==> config.mk <==
export PLATFORM = sky130hd
export DESIGN_NAME = epw_limiter
export DESIGN_NICKNAME = d
export VERILOG_FILES = /design/src/rtl/epw_pkg.sv /design/src/rtl/epw_tick_div.sv /design/src/rtl/epw_width_ctrl.sv /design/src/rtl/epw_out_stage.sv /design/src/rtl/epw_limiter.sv
export SDC_FILE = /design/constraint.sdc
export NUM_CORES = 1
export LEC_CHECK = 0
export BUFFER_PORTS_ARGS = -buffer_cell sky130_fd_sc_hd__buf_4
export CAP_MARGIN = 20
export CORE_MARGIN = 2
export CORE_UTILIZATION = 53
export CTS_CLUSTER_DIAMETER = 40
export CTS_CLUSTER_SIZE = 24
export DETAILED_ROUTE_END_ITERATION = 8
export HOLD_SLACK_MARGIN = 0.1
export PLACE_DENSITY_LB_ADDON = 0.15
export SKIP_CTS_REPAIR_TIMING = 1
export SLEW_MARGIN = 10
export SYNTH_ARGS = -nofsm -noshare
export SYNTH_HDL_FRONTEND = slang
export SYNTH_HIERARCHICAL = 1
export SYNTH_SLANG_ARGS = --single-unit
==> constraint.sdc <==
create_clock -name clk -period 2.9 [get_ports clk]
set_clock_uncertainty 0.1 [all_clocks]
set_input_delay 0.29 -clock clk [delete_from_list [all_inputs] [get_ports clk]]
set_output_delay 0.29 -clock clk [all_outputs]
set_load 0.02 [all_outputs]
==> src/rtl/epw_pkg.sv <==
package epw_pkg;
  typedef enum logic [1:0] {
    EPW_IDLE    = 2'd0,
    EPW_ACTIVE  = 2'd1,
    EPW_BLOCKED = 2'd2
  } epw_state_e;
endpackage

==> src/rtl/epw_tick_div.sv <==
// Update-tick divider: one tick every 4*interval cycles, restarted per pulse.
module epw_tick_div #(
  parameter int INTERVAL_W = 8
) (
  input  logic                  clk,
  input  logic                  rst_n,
  input  logic                  restart,
  input  logic                  run,
  input  logic [INTERVAL_W-1:0] interval,
  output logic                  tick
);
  localparam int CNT_W = INTERVAL_W + 2;

  logic [CNT_W-1:0] cnt_q;
  logic [CNT_W-1:0] last;

  always_comb begin
    if (interval == '0) last = CNT_W'(3);
    else                last = {interval, 2'b00} - CNT_W'(1);
  end

  assign tick = run && (cnt_q == last);

  always_ff @(posedge clk) begin
    if (!rst_n || restart) cnt_q <= '0;
    else if (run)          cnt_q <= tick ? '0 : cnt_q + CNT_W'(1);
  end

  // the shortest period is four cycles, so two ticks are never adjacent
  a_r1_tick_gap: assert property (@(posedge clk) disable iff (!rst_n)
    tick |=> !tick);
endmodule

==> src/rtl/epw_width_ctrl.sv <==
// Pulse state machine: starts on request, ends on release or on the tick limit.
module epw_width_ctrl
  import epw_pkg::*;
#(
  parameter int MAXW_W = 8
) (
  input  logic              clk,
  input  logic              rst_n,
  input  logic              req,
  input  logic [MAXW_W-1:0] max_width,
  input  logic              tick,
  output logic              start,
  output logic              run,
  output logic              active
);
  localparam int          TCNT_W  = MAXW_W + 1;
  localparam [MAXW_W-1:0] LIM_OFF = {MAXW_W{1'b1}};

  epw_state_e        state_q;
  logic [MAXW_W-1:0] limit_q;
  logic [TCNT_W-1:0] tcnt_q;
  logic              last_tick;

  assign start     = (state_q == EPW_IDLE) && req;
  assign run       = (state_q == EPW_ACTIVE);
  assign last_tick = tick && (limit_q != LIM_OFF) && (tcnt_q == {limit_q, 1'b0});

  always_ff @(posedge clk) begin
    if (!rst_n) begin
      state_q <= EPW_IDLE;
      active  <= 1'b0;
      limit_q <= '0;
      tcnt_q  <= '0;
    end else begin
      case (state_q)
        EPW_IDLE: begin
          if (req) begin
            state_q <= EPW_ACTIVE;
            active  <= 1'b1;
            limit_q <= max_width;
            tcnt_q  <= '0;
          end
        end
        EPW_ACTIVE: begin
          if (!req) begin
            state_q <= EPW_IDLE;
            active  <= 1'b0;
          end else if (last_tick) begin
            state_q <= EPW_BLOCKED;
            active  <= 1'b0;
          end else if (tick && (tcnt_q != {TCNT_W{1'b1}})) begin
            tcnt_q <= tcnt_q + TCNT_W'(1);
          end
        end
        EPW_BLOCKED: begin
          if (!req) state_q <= EPW_IDLE;
        end
        default: begin
          state_q <= EPW_IDLE;
          active  <= 1'b0;
        end
      endcase
    end
  end

  // a release during a pulse ends it at the next edge
  a_r2_release: assert property (@(posedge clk) disable iff (!rst_n)
    (state_q == EPW_ACTIVE && !req) |=> !active);
  // a cut pulse is not restarted while the request stays high
  a_r6_hold_off: assert property (@(posedge clk) disable iff (!rst_n)
    (state_q == EPW_BLOCKED && req) |=> !active);
  // the latched limit does not move during a pulse
  a_r7_limit_frozen: assert property (@(posedge clk) disable iff (!rst_n)
    (active && $past(active)) |-> $stable(limit_q));
  // the tick count never goes past the limit
  a_r4_cap: assert property (@(posedge clk) disable iff (!rst_n)
    active |-> (limit_q == LIM_OFF || tcnt_q <= {limit_q, 1'b0}));
  // every pulse starts with a cleared tick count
  a_r1_fresh_count: assert property (@(posedge clk) disable iff (!rst_n)
    $rose(active) |-> (tcnt_q == '0));
endmodule

==> src/rtl/epw_out_stage.sv <==
// Registered polarity stage driving the pin.
module epw_out_stage (
  input  logic clk,
  input  logic rst_n,
  input  logic active,
  input  logic invert,
  output logic pin
);
  always_ff @(posedge clk) begin
    if (!rst_n) pin <= ~invert;
    else        pin <= ~(active ^ invert);
  end

  // while idle for two edges the pin shows the inactive level
  a_r8_idle_level: assert property (@(posedge clk) disable iff (!rst_n)
    (!$past(active) && $stable(invert)) |-> (pin == ~invert));
endmodule

==> src/rtl/epw_limiter.sv <==
module epw_limiter #(
  parameter int MAXW_W     = 8,
  parameter int INTERVAL_W = 8
) (
  input  logic                  clk,
  input  logic                  rst_n,
  input  logic                  pulse_req,
  input  logic [MAXW_W-1:0]     max_width,
  input  logic [INTERVAL_W-1:0] interval,
  input  logic                  invert,
  output logic                  pulse_out
);
  logic start, run, tick, active;

  epw_tick_div #(.INTERVAL_W(INTERVAL_W)) u_div (
    .clk(clk), .rst_n(rst_n), .restart(start), .run(run),
    .interval(interval), .tick(tick)
  );

  epw_width_ctrl #(.MAXW_W(MAXW_W)) u_ctrl (
    .clk(clk), .rst_n(rst_n), .req(pulse_req), .max_width(max_width),
    .tick(tick), .start(start), .run(run), .active(active)
  );

  epw_out_stage u_out (
    .clk(clk), .rst_n(rst_n), .active(active), .invert(invert), .pin(pulse_out)
  );
endmodule

==> key figures <==
Status
  – Outcome: finished, final reports clean

Layout
  – # fillers: 308
  – Share of cells above drive strength 1: 25.95%
  – Final core utilization: 67.54%
  – Most common cell after layout, fill and taps aside: buf_4
  – Finished Cell Area: 2491 um2
  – Nets: 312
  – Commonest cells after routing, fill and taps aside: buf_4 (44), dfxtp_1 (31), nand2_1 (20)
  – ANT cells: 0
  – Area grow syn2layout: 21.62%

Routing
  – Vias per inst: 5.843
  – Drt total wl: 4973 um
  – Via count: 1969
  – Drt initial violations: 107
  – Drt pass-1 iters: 4
  – Residual DRC: 0
  – ANT nets after route: 0
  – WL per Instance: 14.76 um

Synth
  – Async SR Flop Fraction: 0%
  – Mapped Cells: 248
  – Syn avg cell area: 8.259 um2
  – Sequential area share after synthesis: 30.30%
  – Compound-Gate Fraction of Synth Area: 23.58%
  – Post-synth EDFFs: 0
  – Mapped cell area: 2048 um2
  – Post-Synth Adder-Cell Area: 2.443%
  – Post-synthesis mux area share: 0.4887%
  – Largest family of logic cells by synthesized area: simple AND/OR/NAND/NOR gates
  – Cell variety after synth: 60
  – Synthesized flop and latch total: 31
  – Top FF cell, synth: dfxtp_1
  – Post-synthesis net count: 272
  – Area share of and/or/nand/nor cells after synthesis: 29.38%
  – Synth Area in XOR/XNOR: 8.491%
  – Yosys warning total: 6

Placement
  – Post-DP HPWL: 3670 um
  – DP Area: 2371 um2
  – Count of input and output buffers: 20
  – Placer congestion estimate: 0.8759

CTS
  – Skew-Pair Late Insertion Delay: 0.28 ns
  – Num CTS Buffers: 5
  – Root Driver: clkbuf_8
  – Clk sink count: 31
  – Clock H-tree levels: 2
  – Clock tree buffer depth: 2
  – Clock slew at reported path FFs: 0.06 ns
  – CTS tree: built

Global routing
  – Total grt overflow: 0
  – Largest net degree at the start of global routing: 17
  – Gr usage total: 25.02%
  – Initial antenna violation count: 0
  – Vias in the first global route: 1866
  – First-pass GRT wire length: 8418 um

Setup path
  – CP Data Required Time: 3.00 ns
  – R2R cell count: 11
  – Worst Setup EP: u_ctrl/tcnt_q[7]
  – Startpoint types: input port
  – R2r endpoint: u_ctrl/tcnt_q[7]
  – Crit-path max FO: 7
  – Worst r2r src: u_div/cnt_q[5]
  – CP Class: input port to register
  – Critical path data arrival time: 2.86 ns
  – Crit path launch: interval[0]
  – Worst R2R Setup Slack: 0.23 ns
  – CP Capture Type: register

Worst hold path
  – HP Class: input port to register

Power
  – Final Power: 910.3 uW
  – Leakage Power: 0.9491 nW
  – PwrDens: 365.4 nW/um2
  – Worst IR Drop VDD: 0.3536 mV

Timing
  – Fmax: 362.7 MHz
  – Slew Limit Headroom: 61.76%
  – Hold Vio Cnt, Final: 0
  – Period Utilization, post-route: 95.08%
  – Worst Tran Pin Value: 0.5736 ns
  – Crit path time final: 2.757 ns
  – Setup Total Neg Slack: 0 ns
  – Slew Viols, Final: 0
  – Worst hold slack: 0.1447 ns
  – Final setup viols: 0

Floorplanning
  – Die width: 66.17 um
  – I/O Pins: 21
  – Die Area: 4378 um2
  – Placeable Area: 3689 um2
  – Die H: 66.17 um
  – Row cnt: 22
  – Initial cell density of the core: 55.53%

Run
  – Maxcap violations: 0
## through the flow
stage | std cells | setup WS [ns]
floorplan | 248 | 0.002147
global placement | 328 | -0.09906
detailed placement | 328 | -0.1927
CTS | 336 | 0.08770
global route | 337 | -0.003086
finish | 337 | 0.1426
## layer usage
metal  track usage [%]  vias to the layer above  wire length [um]
li1                  -                      993                 -
met5                 0                        -                 0
met3             6.814                       11               184
met2             42.75                       56              2556
met4             7.653                        0                75
met1             30.39                      909              2156
## state kept, by name (all words and copies together) (netlist names)
signal	count
u_ctrl/active	1
u_ctrl/limit_q	8
u_ctrl/state_q	2
u_ctrl/tcnt_q	9
u_div/cnt_q	10
u_out/pin	1
## cell usage after synthesis, drive strengths merged, types with 3 or more instances
cell type	n	area share, %
dfxtp	31	30
o21ai	21	5.7
nand2	20	3.7
a21oi	19	4.6
nor2	14	2.7
nand4	12	4.4
inv	11	2.0
xnor2	11	5.1
nand2b	9	2.7
nor3	8	2.0
xor2	8	3.4
and3	7	2.1
clkbuf	7	1.3
nand3	6	1.5
buf	5	2.0
nor4	5	1.8
o211ai	5	1.8
ha	4	2.4
nor2b	4	1.2
or3	4	1.5
a21boi	3	1.1
a31oi	3	0.92
## worst min-delay path by stage
stage | cells past startpoint | to | slack [ns] | start
after global placement | 2 | u_ctrl/active | 0.35 | u_ctrl/active
after detailed placement | 2 | u_ctrl/active | 0.36 | u_ctrl/active
after global routing | 2 | u_ctrl/state_q[1] | 0.14 | pulse_req
after floorplan | 1 | u_out/pin | 0.29 | invert
after CTS | 2 | u_out/pin | 0.08 | invert
final | 2 | u_ctrl/state_q[1] | 0.14 | pulse_req
## logic make-up (layout without fill, tap and decap cells)
logic type / Yosys count / after routing
AOI/OAI and AO/OA: 69 / 69
buffers and inverters: 23 / 64
xor gates and xnor gates: 19 / 19
and+or+nand+nor: 101 / 101
DFF: 31 / 31
adders and majority gates: 4 / 4
muxes: 1 / 1
## critical path: stages
cell	delay [ns]
buf_4	0.12
inv_1	0.08
ha_2	0.21
or3b_2	0.46
a22oi_1	0.15
o221a_2	0.23
nand4_4	0.10
nor2_2	0.16
o2111ai_2	0.16
buf_4	0.17
nor4_2	0.24
buf_4	0.19
o21ai_0	0.10
a21oi_1	0.18
## layout make-up
| type | instances | area [um2] | share of cell area, % |
|---|---|---|---|
| multi-input combinational | 194 | 1348 | 54.09 |
| inverter | 11 | 41.29 | 1.657 |
| sequential | 31 | 620.6 | 24.91 |
| tap | 48 | 60.06 | 2.411 |
| timing repair buffer | 45 | 340.3 | 13.66 |
| clock buffer | 7 | 76.32 | 3.064 |
| clock inverter | 1 | 5.005 | 0.2009 |
## power breakdown
part           total (mW)  internal [mW]  leakage [nW]  switching, mW
Sequential          0.445          0.437         0.252        0.00823
Combinational       0.144         0.0676         0.655         0.0762
Clock               0.322          0.168        0.0422          0.154
Note: power is estimated with default switching activity, not from simulation.
